$ cat config.mk
export PLATFORM = sky130hd
export DESIGN_NAME = demux_reg_out
export DESIGN_NICKNAME = d
export VERILOG_FILES = /design/src/rtl/demux_pkg.sv /design/src/rtl/dmx_edge_detect.sv /design/src/rtl/dmx_load_decode.sv /design/src/rtl/dmx_store_col.sv /design/src/rtl/demux_reg_out.sv
export SDC_FILE = /design/constraint.sdc
export NUM_CORES = 1
export LEC_CHECK = 0
export BUFFER_PORTS_ARGS = -buffer_cell sky130_fd_sc_hd__buf_4
export CORE_MARGIN = 8
export CORE_UTILIZATION = 45
export CTS_BUF_LIST = sky130_fd_sc_hd__clkbuf_4 sky130_fd_sc_hd__clkbuf_8
export DETAILED_ROUTE_END_ITERATION = 6
export GPL_TIMING_DRIVEN = 0
export PLACE_DENSITY = 0.75
export SLEW_MARGIN = 10
export SYNTH_ARGS = -nofsm -noshare
export SYNTH_HDL_FRONTEND = slang
export SYNTH_SLANG_ARGS = --single-unit
$ cat constraint.sdc
create_clock -name clk -period 1.25 [get_ports clk]
set_input_delay 0 -clock clk [delete_from_list [all_inputs] [get_ports clk]]
set_output_delay 0 -clock clk [all_outputs]
set_load 0.005 [all_outputs]
$ cat src/rtl/demux_pkg.sv
package demux_pkg;

    localparam int DEF_SLICES = 4;
    localparam int DEF_COLS   = 4;

    // Control sampled once per system clock edge, shared by all columns.
    typedef struct packed {
        logic rise;     // device-clock rising edge seen at this edge
        logic cen_n;    // shared active-low load enable
    } load_ctl_t;

    // Width of a binary select covering n columns (at least one bit).
    function automatic int sel_width(input int n);
        return (n > 1) ? $clog2(n) : 1;
    endfunction

endpackage

$ cat src/rtl/dmx_edge_detect.sv
module dmx_edge_detect (
    input  logic clk,
    input  logic rst,
    input  logic dev_clk,
    output logic rise
);
    logic hist_q;

    always_ff @(posedge clk) begin
        if (rst) hist_q <= 1'b1;
        else     hist_q <= dev_clk;
    end

    assign rise = dev_clk & ~hist_q;
endmodule

$ cat src/rtl/dmx_load_decode.sv
module dmx_load_decode
    import demux_pkg::*;
#(
    parameter int COLS  = DEF_COLS,
    parameter int SEL_W = sel_width(COLS)
) (
    input  load_ctl_t        ctl,
    input  logic [SEL_W-1:0] col_sel,
    output logic [COLS-1:0]  load
);
    for (genvar c = 0; c < COLS; c++) begin : g_col
        assign load[c] = ctl.rise & ~ctl.cen_n & (col_sel == SEL_W'(c));
    end
endmodule

$ cat src/rtl/dmx_store_col.sv
module dmx_store_col #(
    parameter int SLICES = 4
) (
    input  logic              clk,
    input  logic              rst,
    input  logic              le,
    input  logic              load,
    input  logic [SLICES-1:0] d,
    output logic [SLICES-1:0] q
);
    logic [SLICES-1:0] held_q;

    always_ff @(posedge clk) begin
        if (rst)             held_q <= '0;
        else if (le || load) held_q <= d;
    end

    // Transparency bypasses the stored value.
    assign q = le ? d : held_q;
endmodule

$ cat src/rtl/demux_reg_out.sv
module demux_reg_out
    import demux_pkg::*;
#(
    parameter int SLICES = DEF_SLICES,
    parameter int COLS   = DEF_COLS,
    parameter int SEL_W  = sel_width(COLS),
    localparam int BW    = SLICES * COLS
) (
    input  logic              clk,
    input  logic              rst,
    input  logic [SLICES-1:0] a_in,
    input  logic              dev_clk,
    input  logic              clk_en_n,
    input  logic [SEL_W-1:0]  col_sel,
    input  logic [COLS-1:0]   col_le,
    input  logic              oe_all_n,
    input  logic [COLS-1:0]   oe_col_n,
    output logic [BW-1:0]     b_data,
    output logic [BW-1:0]     b_drive
);
    load_ctl_t         ctl;
    logic              rise;
    logic [COLS-1:0]   load_vec;
    logic [SLICES-1:0] col_q [COLS];

    dmx_edge_detect u_edge (
        .clk     (clk),
        .rst     (rst),
        .dev_clk (dev_clk),
        .rise    (rise)
    );

    assign ctl.rise  = rise;
    assign ctl.cen_n = clk_en_n;

    dmx_load_decode #(.COLS(COLS), .SEL_W(SEL_W)) u_dec (
        .ctl     (ctl),
        .col_sel (col_sel),
        .load    (load_vec)
    );

    for (genvar c = 0; c < COLS; c++) begin : g_col
        logic col_on;

        dmx_store_col #(.SLICES(SLICES)) u_col (
            .clk  (clk),
            .rst  (rst),
            .le   (col_le[c]),
            .load (load_vec[c]),
            .d    (a_in),
            .q    (col_q[c])
        );

        assign col_on = ~oe_all_n & ~oe_col_n[c];

        for (genvar i = 0; i < SLICES; i++) begin : g_slice
            assign b_drive[i*COLS + c] = col_on;
            assign b_data[i*COLS + c]  = col_on & col_q[c][i];
        end
    end
endmodule

==> results of run 1 <==
==> cell usage after synthesis <==
| cell | number | area share |
|---|---|---|
| a21oi_1 | 16 | 0.058 |
| a2bb2oi_1 | 16 | 0.10 |
| and3b_1 | 4 | 0.025 |
| and4bb_4 | 1 | 0.012 |
| buf_2 | 5 | 0.018 |
| buf_4 | 16 | 0.087 |
| buf_6 | 2 | 0.016 |
| clkbuf_1 | 5 | 0.014 |
| clkbuf_2 | 1 | 0.0036 |
| dfxtp_1 | 17 | 0.25 |
| inv_1 | 4 | 0.011 |
| nand2_1 | 32 | 0.087 |
| nand2b_1 | 16 | 0.073 |
| nor2_1 | 1 | 0.0027 |
| nor2b_1 | 17 | 0.077 |
| nor3b_1 | 4 | 0.022 |
| nor4b_4 | 1 | 0.017 |
| o311ai_0 | 7 | 0.045 |
| o311ai_1 | 9 | 0.057 |
| or2_2 | 5 | 0.023 |
==> power breakdown <==
group	switching, mW	internal [mW]
clock network	0.189	0.119
logic	0.185	0.233
registers	0.0191	0.584
==> what timing repair did <==
item	4_1_cts	5_1_grt
endpoints found under the setup margin	8	0
hold buffers	1	0
hold endpoints to repair	1	0
setup buffers	2	0
==> routing by layer <==
| metal | track usage | part of all wire | vias to the layer above |
|---|---|---|---|
| met3 | 0.0349 | 0.046 | 2 |
| met5 | 0 | 0 | - |
| met4 | 0.0346 | 0.0050 | 0 |
| met2 | 0.237 | 0.47 | 36 |
| li1 | - | - | 732 |
| met1 | 0.191 | 0.48 | 624 |
==> worst paths after layout <==
check / from / endpoint / slack, ps / cells past startpoint
max: u_edge.hist_q$_SDFF_PP1_ / g_col[1].u_col.held_q[0]$_SDFFE_PP0P_ / 120 / 3
min: col_le[0] / g_col[0].u_col.held_q[3]$_SDFFE_PP0P_ / 40 / 3
max reg2reg: u_edge.hist_q$_SDFF_PP1_ / g_col[1].u_col.held_q[0]$_SDFFE_PP0P_ / 120 / 3
min reg2reg: g_col[1].u_col.held_q[2]$_SDFFE_PP0P_ / g_col[1].u_col.held_q[2]$_SDFFE_PP0P_ / 540 / 2
==> state kept, by name (all words and copies together), names as in the netlist <==
signal and cells:
g_col.u_col.held_q 16, u_edge.hist_q 1
==> stage by stage <==
step | setup TNS [ps] | worst slack (ps) | cell area [um^2] | total power [mW] | hold slack, ps
after detailed placement | -99.6 | -42.2 | 1780 | 1.03 | 215
after global routing | 0 | 35.1 | 1830 | 1.40 | 58.6
after CTS | 0 | 122 | 1830 | 1.34 | 42.9
final | 0 | 117 | 1830 | 1.33 | 39.8
after global placement | -134 | -50.2 | 1780 | 1.03 | 212
after floorplan | 0 | 147 | 1370 | 0.860 | 107
==> area by class of cell <==
cell class | instances | area (um^2)
Inverter | 4 | 15.0
Tap cell | 33 | 41.3
Timing Repair Buffer | 51 | 385
Clock inverter | 1 | 5.00
Sequential cell | 17 | 340
Clock buffer | 3 | 22.5
Multi-Input combinational cell | 129 | 827
Buffer | 29 | 191
Fill cell | 303 | 1150
==> cells by family after synthesis <==
logic type	after synthesis	synth area share
flip-flops	17	0.248
AND/OR/NAND/NOR	81	0.340
AO/OA/AOI/OAI	48	0.262
buffers and inverters	33	0.150
==> worst max-delay path, delay by kind of cell, from the launching register on <==
family / cells / cell delay, ps
simple gates: 1 / 290
compound gates: 1 / 130
buf+inv: 1 / 200
flops: 1 / 350
==> flow_summary.yaml, run 1 <==
drt:
  drc: 0
  wl_per_cell_um: 14.1
  drt_iter0_markers: 95
  wl_um: 3770
  via_count: 1394
  postRouteAntennaNets: 0
  vias_per_cell: 5.22
  drtPass1Iterations: 4
worst_setup_path:
  critPathLaunchType: "register"
  arrival_ps: 1280
  slowest_stage: "dfxtp_1"
  path_max_fanout: 5
  cp.required_ps: 1400
  cpPeakStageDelay_ps: 350
  end_kind: "register"
  crit_type: "register to register"
  crit_chain: "nor4b_4 > buf_4 > o311ai_0"
job:
  drv_cap: 0
clocking:
  cts_tree: "yes"
  numClockSinks: 17
  cts_max_level: 1
  clk_latency_ps: 300
  ctsResizeCount: 0
  cts_root_buf: "clkbuf_4"
  path_clk_slew_ps: 120
  cts_buffer_depth: 2
  numCtsBuffers: 3
global_routing:
  grt_pass1_vias: 1346
  grt_antenna_before_repair: 0
  grt_max_degree: 11
  grt_use_total: 0.147
  globalRouteOverflowTotal: 0
  grt_pass1_wl_um: 6280
timing:
  rsz0062_at_grt: "false"
  skew_ps: 14.8
  fmax_mhz: 883
  worst_pin_slew_ps: 566
  fin_crit_sh: 0.906
  maxSlewViolCount: 0
  finalHoldViolations: 0
  slew_headroom: 0.621
  min_period_ps: 1130
  finalSetupViolCount: 0
placement:
  io_buffers: 48
  post-dp-hpwl_um: 2900
  gp_congestion: 0.793
  dp.cells: 260
final_layout:
  layout_common_cells: "buf_4 (66), nand2_1 (32), nor2b_1 (17), dfxtp_1 (17)"
  drive_above_1_share: 0.363
  nets: 254
  antennaDiodeCount: 0
  layout_commonest_cell: "buf_4"
  area_growth_pct: 33.1
  post-route-util: 0.614
  final_cells: 267
min_path:
  hold_class: "input pin to register"
die:
  core_area_mm2: 0.00298
  dieHeight_um: 71.3
  dieArea_mm2: 0.00508
  start_util: 0.461
  num_rows: 20
  num_io_pins: 51
  die_x_um: 71.3
synthesis:
  syn_nets: 198
  seq_area_frac_synth: 0.248
  ys_ff_latch: 17
  syn_inst: 179
  yosys_warnings: 0
  synth_area_mm2: 0.00137
  synth_area_per_cell_um2: 7.67
  synth.distinct_cells: 20
status:
  status: "completed"
pwr:
  ir_worst_vdd_mv: 0.611
  p_per_area_mw_per_mm2: 727
  p_leak_nw: 0.832
Power figures use the tool's default switching activity.
==> inputs of run 2 (changes only) <==
- ABC_AREA: not set -> 0
- BUFFER_PORTS_ARGS: -buffer_cell sky130_fd_sc_hd__buf_4 -> -buffer_cell sky130_fd_sc_hd__clkbuf_2
- clock period: 1.25 -> 1.32 ns (I/O delays scaled with it)
==> flow_summary.yaml, run 2 (synthesis gave the netlist of run 1 again) <==
job:
  drv_cap: 0
timing:
  finalHoldViolations: 0
  fin_crit_sh: 0.860
  slew_headroom: 0.619
  fmax_mhz: 881
  skew_ps: 1.29
  tns_ps: 0
  worst_pin_slew_ps: 569
  min_period_ps: 1130
  rsz0062_at_grt: "false"
  maxSlewViolCount: 0
  finalSetupViolCount: 0
die:
  dieHeight_um: 71.3
  dieArea_mm2: 0.00508
  num_io_pins: 51
  start_util: 0.461
  num_rows: 20
  core_area_mm2: 0.00298
  die_x_um: 71.3
drt:
  drt_iter0_markers: 73
  postRouteAntennaNets: 0
  via_count: 1423
  wl_per_cell_um: 13.8
  drc: 0
  drtPass1Iterations: 4
  wl_um: 3690
  vias_per_cell: 5.33
min_path:
  hold_class: "input pin to register"
final_layout:
  nets: 254
  drive_above_1_share: 0.363
  largest_reg_flops: 16
  final_cells: 267
  top_register: "g_col.u_col.held_q"
  top_regs: "g_col.u_col.held_q x16, u_edge.hist_q x1"
  fillers: 307
  layout_common_cells: "clkbuf_2 (49), nand2_1 (32), buf_4 (18)"
  post-route-util: 0.574
  fin_area_mm2: 0.00171
  layout_commonest_cell: "clkbuf_2"
  antennaDiodeCount: 0
  area_growth_pct: 24.5
global_routing:
  grt_use_total: 0.143
  grt_antenna_before_repair: 0
  grt_pass1_vias: 1296
  globalRouteOverflowTotal: 0
  grt_pass1_wl_um: 6000
  grt_max_degree: 11
clocking:
  cts_max_level: 1
  numCtsBuffers: 3
  cts_buffer_depth: 2
  cts_tree: "yes"
  cts_root_buf: "clkbuf_4"
  path_clk_slew_ps: 100
  numClockSinks: 17
  clk_latency_ps: 290
worst_setup_path:
  arrival_ps: 1320
  cp.required_ps: 1500
  path_max_fanout: 10
  crit_chain: "dlygate4sd3_1 > clkbuf_2 > nor4b_4 > buf_4 > buf_6 > nand2_1 > o311ai_0"
  slowest_stage: "dlygate4sd3_1"
  end_kind: "register"
  critPathLaunchType: "input pin"
  cpPeakStageDelay_ps: 540
  crit_type: "input pin to register"
pwr:
  fin_total_pwr_mw: 1.24
  ir_worst_vdd_mv: 0.429
  p_leak_nw: 0.798
  p_per_area_mw_per_mm2: 723
placement:
  dp.cells: 260
  gp_congestion: 0.825
  post-dp-hpwl_um: 2880
  place_area_mm2: 0.00166
  io_buffers: 48
status:
  status: "completed"
==> run 2: cell types whose count changed in the layout (fill, tap and decap cells not counted) <==
cell	change
clkbuf_2	+48
clkinv_2	-1
buf_4	-48
clkbuf_4	+1
==> run 2: through the flow <==
stage          setup WS (ps)  hold WS (ps)
5_1_grt                  103          71.9
3_5_place_dp            45.2           238
6_report                 185          61.8
4_1_cts                 15.0          58.5
2_1_floorplan            217           107
3_3_place_gp            23.1           225
==> run 2: repair_timing <==
item | CTS | global route
setup buffers | 0 | 2
hold endpoints to repair | 1 | 0
hold buffers | 1 | 0
resized for setup | 0 | 0
endpoints found under the setup margin | 0 | 8
==> run 2: cell type report <==
class | count | area [um^2] | share of cell area
Multi-Input combinational cell | 129 | 827 | 0.484
Sequential cell | 17 | 340 | 0.199
Timing Repair Buffer | 51 | 265 | 0.155
Buffer | 29 | 191 | 0.112
Tap cell | 33 | 41.3 | 0.0241
Clock buffer | 4 | 30.0 | 0.0176
Inverter | 4 | 15.0 | 0.00878
==> run 2: critical path, delay by kind of cell <==
family / cells / cell delay (ps)
AO/OA/AOI/OAI: 1 / 100
AND/OR/NAND/NOR: 2 / 240
buffers and inverters: 4 / 980
==> run 2: path summary, 6_finish.rpt <==
kind	cells past startpoint	to	slack, ps	start
worst min-delay path	3	g_col[0].u_col.held_q[2]$_SDFFE_PP0P_	60	col_le[0]
worst max register to register	5	g_col[1].u_col.held_q[0]$_SDFFE_PP0P_	190	u_edge.hist_q$_SDFF_PP1_
worst min register to register	2	g_col[2].u_col.held_q[0]$_SDFFE_PP0P_	540	g_col[2].u_col.held_q[0]$_SDFFE_PP0P_
worst max-delay path	7	g_col[1].u_col.held_q[0]$_SDFFE_PP0P_	190	dev_clk
==> run 2: where the power goes <==
| part | total [mW] | internal, mW | switching, mW |
|---|---|---|---|
| Combinational | 0.358 | 0.184 | 0.174 |
| Clock | 0.308 | 0.138 | 0.170 |
| Sequential | 0.571 | 0.553 | 0.0177 |
==> run 2: metal layers <==
| layer | up-vias | wire length, um | global-route usage |
|---|---|---|---|
| li1 | 733 | - | - |
| met1 | 644 | 1690 | 0.182 |
| met2 | 41 | 1770 | 0.235 |
| met3 | 5 | 203 | 0.0307 |
| met4 | 0 | 35 | 0.0416 |
| met5 | - | 0 | 0 |
